==> src/rtl/clkpin_ctl.sv <==
module clkpin_ctl #(
  parameter int DW    = 8,
  parameter int NSRC  = 6,
  parameter int SEL_W = 3,
  parameter int SYNC  = 2
) (
  input  logic          clk,
  input  logic          rst_n,
  input  logic          wr_en,
  input  logic [DW-1:0] wr_data,
  output logic [DW-1:0] rd_data,
  input  logic [NSRC-1:0] src_clk,
  input  logic          pin_in,
  output logic          pin_out,
  output logic          pin_oe,
  output logic          tmr_tick
);
  localparam int REG_W = 2 + SEL_W;

  logic             en_q, dir_q;
  logic [SEL_W-1:0] sel_q;
  logic [SYNC-1:0]  sync_q;
  logic             last_q;
  logic             mux_o;

  always_ff @(posedge clk or negedge rst_n)
    if (!rst_n) begin
      en_q  <= 1'b0;
      dir_q <= 1'b0;
      sel_q <= '0;
    end else if (wr_en) begin
      en_q  <= wr_data[0];
      dir_q <= wr_data[1];
      sel_q <= wr_data[REG_W-1:2];
    end

  assign rd_data = {{(DW-REG_W){1'b0}}, sel_q, dir_q, en_q};

  always_comb begin
    mux_o = 1'b0;
    for (int i = 0; i < NSRC; i++)
      if (sel_q == SEL_W'(i)) mux_o = src_clk[i];
  end

  assign pin_oe  = en_q & dir_q;
  assign pin_out = pin_oe & mux_o;

  always_ff @(posedge clk or negedge rst_n)
    if (!rst_n) begin
      sync_q <= '0;
      last_q <= 1'b0;
    end else begin
      sync_q <= {sync_q[SYNC-2:0], pin_in};
      last_q <= sync_q[SYNC-1];
    end

  assign tmr_tick = en_q & ~dir_q & sync_q[SYNC-1] & ~last_q;
endmodule

==> config.mk <==
export PLATFORM = sky130hd
export DESIGN_NAME = clkpin_ctl
export DESIGN_NICKNAME = d
export VERILOG_FILES = /design/src/rtl/clkpin_ctl.sv
export SDC_FILE = /design/constraint.sdc
export NUM_CORES = 1
export LEC_CHECK = 0
export ABC_AREA = 1
export BUFFER_PORTS_ARGS = -buffer_cell sky130_fd_sc_hd__clkbuf_2
export CELL_PAD_IN_SITES_DETAIL_PLACEMENT = 1
export CELL_PAD_IN_SITES_GLOBAL_PLACEMENT = 2
export CORE_MARGIN = 2
export CORE_UTILIZATION = 17
export DETAILED_ROUTE_END_ITERATION = 10
export GPL_TIMING_DRIVEN = 0
export MAX_ROUTING_LAYER = met4
export PLACE_DENSITY = 0.72
export SYNTH_ARGS = -nofsm -noshare
export SYNTH_HDL_FRONTEND = slang
export SYNTH_SLANG_ARGS = --single-unit
==> constraint.sdc <==
create_clock -name clk -period 0.97 [get_ports clk]
set_input_delay 0.194 -clock clk [delete_from_list [all_inputs] [get_ports clk]]
set_output_delay 0.194 -clock clk [all_outputs]
set_load 0.02 [all_outputs]
# Word level (Yosys, flattened, before mapping)
# Index checks and enable logic that the tools add are counted.
# Widths: inputs -> output; s select.
# word_totals
reg_bits	8
inputBits	18
out_inout_bits	11
elab_cells	24
# op_classes
eq_ne	5
muxes	6
bitwise	7
n_reduce_logical	1
# op_table
op	count
$eq 3x2->1 const B	2
$eq 3x3->1 const B	2
$mux 1	6
$and 1x1->1	5
$eq 3x1->1 const B	1
$logic_not 3->1	1
$not 1->1	2

# Logic depth before layout (Yosys ltp)
# Gate-level depths: netlist (run 1).
# depth
ltp_word	8
ltp_mapped	6
ltp_nobuf	6

# Least setup slack after synthesis (run 1)
# No wires, ideal clock.
# synth_path
kind	register to output
startpoint	register sel_q[0]
endpoint	output pin_out
t_arrival_ns	1.019
t_required_ns	0.776
setup_slack_ns	-0.243
stages_incl_launch_ff	7
path_buffers	0
path_cell_list	dfrtp_1 -> inv_2 -> nand2_1 -> nand3_1 -> nand2_1 -> nand2_1 -> a21oi_2
# synth_via
elab_chain_len	8
word_cells_on_any_way	13
cone_classes	eq/ne: 5; mux: 6; bitwise: 1; reduce/logical: 1
# synth_rtl
element	line_no	rtl
from (decl)	21	logic [SEL_W-1:0] sel_q;
from (signal assigned)	34	sel_q <= wr_data[REG_W-1:2];
$logic_not 3->1	42	if (sel_q == SEL_W'(i)) mux_o = src_clk[i];
$mux 1 (5 in a row)	42	
$mux 1 *	42	
$and 1x1->1 *	46	assign pin_out = pin_oe & mux_o;
to (decl)	14	output logic pin_out,
# Mark *: on every way between the ends. The rest lies on a longest branch, timed or not.

# Worst setup path in the final report (run 1)
# Same ends and word-level chain as after synthesis.

==> impl_metrics.csv, run 1 <==
group,metric,value,unit
outcome,status,"finished with violations",
outcome,violations,"negative setup slack",
run,maxCapViolations,0,
pwr,swShare,0.293,
route,ant_nets,0,
timing,fin_crit,1470,ps
pwr,switchingPower,287,uW
die,io_pins,29,
setup_path,critPathBufInv,1,
setup_path,rr_worst_depth,2,
synthesis,yosysTopAreaCellShare,0.505,
hold_path,whs_path_depth,1,
pwr,ir_drop,0.479,mV
clock_network,clk_path_buf_depth,2,
setup_path,cp-end-kind,"primary output",
final_layout,layoutNonFillerInstCount,106,
placement,hpwl,804,um
synthesis,synth_common_cells,"11 x nand2_1, 8 x dfrtp_1, 7 x inv_1",
synthesis,synth_area_leader_cell,"dfrtp_1",
synthesis,syn_inst,46,
pwr,sequentialPowerShare,0.404,
global_route,grt_pass1_vias,419,
synthesis,synthArstFlopShare,1.00,
synthesis,synth_area,397,um^2
setup_path,r2r-start,"dir_q",
final_layout,area_delta_synth_final,83.0,%
global_route,grt_pass1_wl,1820,um
hold_path,hp-class,"in -> reg",
setup_path,r2r_end,"dir_q",
route,drt-pass1-iter-count,2,
route,first_iter_violations,2,
route,drt-met1-wl,414,um
route,viasPerCell,3.77,
final_layout,fin_util,0.328,
setup_path,r2r_slack,20,ps
route,finalWirelength,1110,um
final_layout,fillers,266,
timing,layout_setup_ws,-505,ps
setup_path,cp.depth,4,
clock_network,cts_tree,"yes",
synthesis,synth_edf_count,0,
pwr,internal_power,694,uW
route,routed.top_layer,"met4",
pwr,powerDensity,1350,nW/um^2
setup_path,critPathRequiredTime,780,ps
route,wl_per_cell,10.4,um
clock_network,cts_htree_levels,1,
final_layout,diodes,0,
die,die_x,52.3,um
route,dr_total_vias,400,
setup_path,crit_fanout,5,
setup_path,crit_slowest_cell,"dfrtp_2",
timing,fmax,678,MHz
timing,slew_viol_final,0,
placement,place_congestion,0.642,
pwr,pwr-share-comb,0.316,
synthesis,synthTopCellsByArea,"dfrtp_1 50%, nand2_1 10%, buf_4 9.5%",
route,post-route-drc-count,0,
global_route,grt_use_total,0.102,
timing,fin_crit_sh,1.52,
placement,io_buffers,21,
placement,dp_slack,-257,ps
setup_path,path_class,"reg -> out",
clock_network,cts_buffers,3,
setup_path,startpoint_type,"flop",
global_route,grt_max_degree,9,
die,core-area,2210,um^2
setup_path,arrival,1280,ps
hold_path,whs_endpoint,"sync_q[0]",
die,start_util,0.179,
clock_network,clk-insertion-delay-late,250,ps
pwr,clkPwrFrac,0.280,
synthesis,avgSynthCellArea,8.62,um^2
setup_path,cpPeakStageDelay,430,ps
final_layout,drive_gt1_frac,0.603,
route,met2_length,615,um
global_route,gr-total-overflow,0,
timing,rsz0062_at_grt,"yes",
synthesis,yosysMostFrequentCell,"nand2_1",
die,rows,17,
route,wl_met3,34,um
pwr,p_leak,0.382,nW
clock_network,clock-sinks,8,
synthesis,yosys_warnings,0,
clock_network,cts.clk_slew.worst_paths,60,ps
setup_path,crit_chain,"or2_0 > o211ai_1 > a21oi_4 > buf_8",
timing,finalSetupViolCount,8,
setup_path,critical_path.top_delay_family,"flip-flops",
timing,fin_worst_skew,0.110,ps
global_route,grt_antenna_before_repair,0,
die,die_h,52.3,um
timing,hold_viol_final,0,
hold_path,min_from,"pin_in",
die,die_area,2740,um^2
final_layout,final_nets,97,
synthesis,ys_types,15,
synthesis,ys_seq_area_frac,0.505,
synthesis,synth_ff_type,"dfrtp_1",
clock_network,clockRootBuffer,"clkbuf_4",
synthesis,ys_seq_elements,8,
placement,place_inst,97,
-- flip-flops by register name, indices dropped and copies added, names as in the netlist --
register,flops
sel_q,3
last_q,1
dir_q,1
sync_q,2
en_q,1
-- worst max path at each step --
stage / from / to / slack (ps)
6_report: sel_q[0] / pin_out / -500
5_1_grt: sel_q[0] / pin_out / -600
4_1_cts: sel_q[0] / pin_out / -520
3_5_place_dp: sel_q[0] / pin_out / -260
3_3_place_gp: sel_q[0] / pin_out / -250
2_1_floorplan: sel_q[0] / pin_out / -150
-- cells by family (layout without fill, tap and decap cells) --
| group | after synthesis | in the layout | synth area share |
|---|---|---|---|
| AND/OR/NAND/NOR | 16 | 16 | 0.167 |
| buffers and inverters | 14 | 44 | 0.183 |
| flip-flops | 8 | 8 | 0.505 |
| AO/OA/AOI/OAI | 5 | 5 | 0.0789 |
| multiplexers | 2 | 2 | 0.0568 |
| other | 1 | 3 | 0.00945 |
-- per-stage QoR --
step / area, um^2 / setup TNS (ps) / total power, mW / hold slack (ps)
4_1_cts: 694 / -1890 / 0.961 / 41.8
6_report: 726 / -1690 / 0.981 / 50.3
5_1_grt: 726 / -2130 / 1.06 / 28.5
3_3_place_gp: 563 / -253 / 0.601 / 43.8
2_1_floorplan: 423 / -149 / 0.525 / -102
3_5_place_dp: 563 / -257 / 0.605 / 44.5
-- repair_timing --
action | in CTS | in global routing
setup endpoints to repair | 8 | 9
pin swaps | 3 | 3
setup buffers | 4 | 0
cloned | 0 | 0
hold buffers | 1 | 0
gates resized for setup | 16 | 15
endpoints found under the hold margin | 8 | 0
-- cell usage in the layout (no fill, tap or decap), drive strengths merged, types with 2 or more instances in the layout --
cell | Yosys | final
conb | 1 | 3
clkbuf | 0 | 18
mux2 | 2 | 2
nand3 | 2 | 2
buf | 6 | 17
o21ai | 3 | 3
inv | 8 | 8
dfrtp | 8 | 8
nand2 | 11 | 11
-- worst reg2reg max path, delay by kind of cell, from the launching register on --
kind                   cells  cell delay (ps)
DFF                        1              450
muxes                      1              250
buffers and inverters      1              130
-- layout make-up --
cell class,instances,area [um^2],share of cell area
Buffer,6,50.0,0.0690
Clock buffer,4,26.3,0.0362
Inverter,8,30.0,0.0414
Multi-Input combinational cell,26,158,0.217
Sequential cell,8,206,0.284
Tap cell,28,35.0,0.0483
Timing Repair Buffer,26,220,0.303
-- metal layers --
layer  vias to the layer above  GRT usage
li1                        200          -
met1                       183      0.102
met2                        13      0.169
met3                         4    0.00857
met4                         0      0.103
met5                         -          -
-- power groups by stage --
stage	sequential [mW]	combinational [mW]	clock [mW]
floorplan	0.401	0.125	0
global placement	0.392	0.209	0
detailed placement	0.393	0.212	0
CTS	0.389	0.285	0.287
global route	0.401	0.336	0.323
finish	0.396	0.310	0.274
Note: power is estimated with default switching activity, not from simulation.
==> inputs of run 2 (changes only) <==
- CORE_UTILIZATION: 17 -> 20
- PLACE_DENSITY: 0.72 -> 0.79
- SLEW_MARGIN: unset -> 20
- clock period: 0.97 -> 1.9 ns (I/O delays scaled with it)
==> run 2 against run 1 <==
Compared with the run above: the flow now finishes without violations; total power down 58%; die area down 14%; final area down 21%; critical path depth up 3; cell count down 5.7%; worst hold slack better by 190 ps; clock power down 56%; first-iteration DRC count up 50%; largest power group unchanged; highest routed layer unchanged.
==> impl_metrics.csv, run 2 (same netlist as run 1, synthesis figures left out) <==
group,metric,value,unit
outcome,status,"finished, final reports clean",
final_layout,area_delta_synth_final,45.1,%
die,start_util,0.206,
global_route,grt_antenna_before_repair,0,
timing,fin_worst_skew,0.0838,ps
setup_path,critPathBufInv,2,
route,dr_total_vias,355,
timing,slew_viol_final,0,
route,finalWirelength,808,um
hold_path,hp-class,"in -> reg",
global_route,grt_pass1_wl,1380,um
setup_path,path_class,"reg -> out",
die,core-area,1920,um^2
pwr,ir_drop,0.304,mV
timing,finalSetupViolCount,0,
timing,layout_setup_ws,250,ps
clock_network,cts_buffers,3,
final_layout,layoutNonFillerInstCount,100,
route,wl_per_cell,8.08,um
global_route,grt_use_total,0.0804,
final_layout,top_regs,"sel_q (3), sync_q (2)",
die,die_x,48.5,um
die,die_area,2360,um^2
setup_path,crit_top_cell,"nand2_1",
final_layout,final_cell_mix,"21 x clkbuf_2, 11 x nand2_1, 8 x dfrtp_1, 7 x inv_1, 5 x buf_4",
timing,rsz0062_at_grt,"no",
setup_path,cp-end-kind,"primary output",
clock_network,cts_htree_levels,1,
timing,hold_ws,241,ps
final_layout,diodes,0,
clock_network,clk-insertion-delay-late,240,ps
setup_path,crit_slowest_cell,"dfrtp_1",
timing,fin_crit,1650,ps
route,viasPerCell,3.55,
final_layout,drive_gt1_frac,0.466,
global_route,grt_pass1_vias,320,
timing,fin_crit_sh,0.868,
final_layout,fillers,257,
die,die_h,48.5,um
pwr,power.total,417,uW
route,ant_nets,0,
die,io_pins,29,
final_layout,layout_commonest_cell,"clkbuf_2",
final_layout,fin_util,0.299,
pwr,powerDensity,724,nW/um^2
setup_path,critPathRequiredTime,1520,ps
final_layout,design_area,576,um^2
final_layout,top_register,"sel_q",
setup_path,arrival,1270,ps
final_layout,largest_reg_flops,3,
run,maxCapViolations,0,
global_route,grt_max_degree,9,
clock_network,clk_path_buf_depth,2,
clock_network,post-cts-setup-buffer-count,0,
final_layout,final_nets,93,
placement,hpwl,717,um
route,post-route-drc-count,0,
clock_network,cts.clk_slew.worst_paths,50,ps
route,first_iter_violations,3,
clock_network,clock-sinks,8,
setup_path,crit_fanout,5,
clock_network,clockRootBuffer,"clkbuf_4",
setup_path,cpPeakStageDelay,420,ps
route,drt-pass1-iter-count,3,
clock_network,cts_tree,"yes",
placement,place_inst,96,
placement,io_buffers,21,
setup_path,crit_chain,"inv_2 > nand2_1 > nand3_1 > nand2_1 > nand2_1 > a21oi_2 > clkbuf_2",
placement,place_area,543,um^2
global_route,gr-total-overflow,0,
timing,fmax,606,MHz
die,rows,16,
pwr,p_leak,0.331,nW
placement,place_congestion,0.621,
setup_path,critical_path.top_delay_family,"flip-flops",
setup_path,startpoint_type,"flop",
timing,fin_tns_setup,0,ps
placement,dp_slack,481,ps
timing,hold_viol_final,0,
run 2: final timing paths:
kind,start,end,slack (ps),depth (start not counted)
max,sel_q[0],pin_out,250,7
min,pin_in,sync_q[0],240,1
max reg2reg,en_q,en_q,1110,1
min reg2reg,sync_q[0],sync_q[1],360,0
max in group asynchronous,rst_n,sel_q[0],1210,2
min in group asynchronous,rst_n,sync_q[1],520,2
run 2: per-layer routing:
metal  vias to the layer above  routed length [um]  part of all wire  global-route usage
met5                         -                   0                 0                   -
met4                         0                  10             0.012              0.0571
met3                         2                  60             0.074              0.0278
met2                        13                 370              0.46               0.113
met1                       153                 366              0.45              0.0951
li1                        187                   -                 -                   -
run 2: layout make-up:
cell class	count	area (um^2)	share of cell area
Inverter	8	30.0	0.0522
Clock buffer	3	22.5	0.0391
Tap cell	27	33.8	0.0587
Multi-Input combinational cell	26	131	0.228
Timing Repair Buffer	22	115	0.200
Sequential cell	8	200	0.348
Buffer	6	42.5	0.0739
run 2: where the power goes:
part	leakage [nW]	internal [mW]	switching, mW
logic	0.222	0.0445	0.0567
registers	0.0948	0.184	0.0113
clock network	0.0138	0.0717	0.0485
run 2: what timing repair did:
| action | CTS | global route |
|---|---|---|
| hold endpoints to repair | 8 | 0 |
| resized for setup | 0 | 0 |
| hold buffers | 1 | 0 |
==> inputs of run 3 (changes only) <==
- BUFFER_PORTS_ARGS: -buffer_cell sky130_fd_sc_hd__clkbuf_2 -> -buffer_cell sky130_fd_sc_hd__buf_2
- CORE_UTILIZATION: 20 -> 19
- PLACE_DENSITY: 0.79 -> 0.76
- clock period: 1.9 -> 1.8 ns (I/O delays scaled with it)
==> run 3 against run 2 <==
Compared with the run above: clock power is 9% higher; wire length up 17%; via count grew 4.8%; sequential power rose by 6%; critical path depth down 1; global-route usage is 1.5 points higher; first-iteration DRC count decreased by 67%; count of clock-buffer cells in the layout did not move; combinational power rose by 7%; final area is 0.22% higher; critical path type unchanged; largest power group unchanged.
==> impl_metrics.csv, run 3 (same netlist as run 1, synthesis figures left out) <==
group,metric,value,unit
outcome,status,"finished, final reports clean",
timing,slew_viol_final,0,
final_layout,design_area,577,um^2
placement,place_congestion,0.763,
clock_network,clk_path_buf_depth,2,
timing,finalSetupViolCount,0,
placement,place_area,543,um^2
setup_path,cpPeakStageDelay,420,ps
final_layout,top_regs,"sel_q (3), sync_q (2)",
setup_path,critPathRequiredTime,1440,ps
die,die_area,2470,um^2
route,ant_nets,0,
timing,hold_viol_final,0,
placement,hpwl,823,um
timing,fin_crit_sh,0.895,
die,die_h,49.7,um
setup_path,cp-end-kind,"primary output",
clock_network,cts.clk_slew.worst_paths,50,ps
final_layout,largest_reg_flops,3,
route,drt-pass1-iter-count,2,
setup_path,arrival,1250,ps
global_route,grt_pass1_wl,1660,um
clock_network,cts_tree,"yes",
final_layout,final_cell_mix,"22 x buf_2, 11 x nand2_1, 7 x inv_1, 7 x dfrtp_1, 5 x buf_4",
setup_path,path_class,"reg -> out",
final_layout,area_delta_synth_final,45.4,%
timing,fmax,621,MHz
clock_network,clock-sinks,8,
die,rows,16,
global_route,grt_max_degree,9,
pwr,p_leak,0.329,nW
die,start_util,0.202,
die,core-area,1960,um^2
setup_path,crit_slowest_cell,"dfrtp_1",
die,die_x,49.7,um
placement,io_buffers,21,
clock_network,post-cts-setup-buffer-count,0,
route,post-route-drc-count,0,
route,dr_total_vias,372,
route,viasPerCell,3.72,
final_layout,top_register,"sel_q",
final_layout,layout_commonest_cell,"buf_2",
final_layout,layoutNonFillerInstCount,100,
global_route,grt_pass1_vias,372,
timing,rsz0062_at_grt,"no",
route,wl_per_cell,9.43,um
setup_path,crit_top_cell,"nand2_1",
timing,fin_worst_skew,0.0896,ps
clock_network,cts_buffers,3,
clock_network,cts_htree_levels,1,
clock_network,clk-insertion-delay-late,240,ps
pwr,powerDensity,773,nW/um^2
run,maxCapViolations,0,
pwr,power.total,446,uW
pwr,ir_drop,0.323,mV
die,io_pins,29,
clock_network,clockRootBuffer,"clkbuf_4",
final_layout,diodes,0,
hold_path,hp-class,"in -> reg",
global_route,gr-total-overflow,0,
setup_path,startpoint_type,"flop",
placement,place_inst,96,
final_layout,final_nets,93,
global_route,grt_antenna_before_repair,0,
timing,fin_crit,1610,ps
route,first_iter_violations,1,
final_layout,drive_gt1_frac,0.479,
global_route,grt_use_total,0.0951,
route,finalWirelength,943,um
final_layout,fillers,265,
setup_path,crit_chain,"inv_1 > nand3_1 > nand2_1 > nand2_1 > a21oi_2 > buf_2",
setup_path,crit_fanout,4,
timing,fin_tns_setup,0,ps
[run 3: cell types whose count changed in the layout (fill, tap and decap cells not counted)]
| cell | before | now |
|---|---|---|
| buf_2 | 1 | 22 |
| dfrtp_2 | 0 | 1 |
| dfrtp_1 | 8 | 7 |
| clkbuf_2 | 21 | 0 |
[run 3: worst paths after layout]
path | endpoint | slack [ps] | startpoint | cells after the start
worst max-delay path | pin_out | 190 | sel_q[2] | 6
worst min-delay path | sync_q[0] | 220 | pin_in | 1
worst max register to register | en_q | 1010 | en_q | 1
worst min register to register | sync_q[1] | 360 | sync_q[0] | 0
max in group asynchronous | sel_q[0] | 1130 | rst_n | 2
min in group asynchronous | dir_q | 480 | rst_n | 2
[run 3: layout make-up]
cell class / count / area [um^2] / share of cell area
clock buffer: 3 / 22.5 / 0.0390
multi-input combinational: 26 / 131 / 0.228
timing repair buffer: 22 / 115 / 0.200
tap: 27 / 33.8 / 0.0586
buffer: 6 / 42.5 / 0.0738
inverter: 8 / 30.0 / 0.0521
sequential: 8 / 201 / 0.349
[run 3: what timing repair did]
action | 4_1_cts | 5_1_grt
hold buffers | 1 | 0
setup endpoints to repair | 0 | 1
hold endpoints to repair | 8 | 0
resized for setup | 0 | 1
[run 3: through the flow]
| stage | setup slack, ps | hold slack (ps) | utilization |
|---|---|---|---|
| after detailed placement | 398 | 211 | 0.277 |
| after floorplan | 421 | 64.4 | - |
| final | 189 | 220 | 0.294 |
| after global placement | 415 | 205 | 0.277 |
| after CTS | 116 | 207 | 0.293 |
| after global routing | 47.1 | 203 | 0.294 |
[run 3: report_power, final]
part,total (mW),switching (mW),internal [mW]
clock network,0.131,0.0548,0.0759
registers,0.207,0.0125,0.195
logic,0.108,0.0605,0.0473
[run 3: worst max-delay path: cells and delay by family, from the launching register on]
kind / cells / cell delay [ps]
AO/OA/AOI/OAI: 1 / 100
buffers and inverters: 2 / 260
flip-flops: 1 / 420
AND/OR/NAND/NOR: 3 / 230
[run 3: per-layer routing]
metal	global-route usage	part of all wire
met1	0.110	0.43
met2	0.138	0.51
met3	0.0303	0.052
met4	0.0694	0.012
met5	-	0
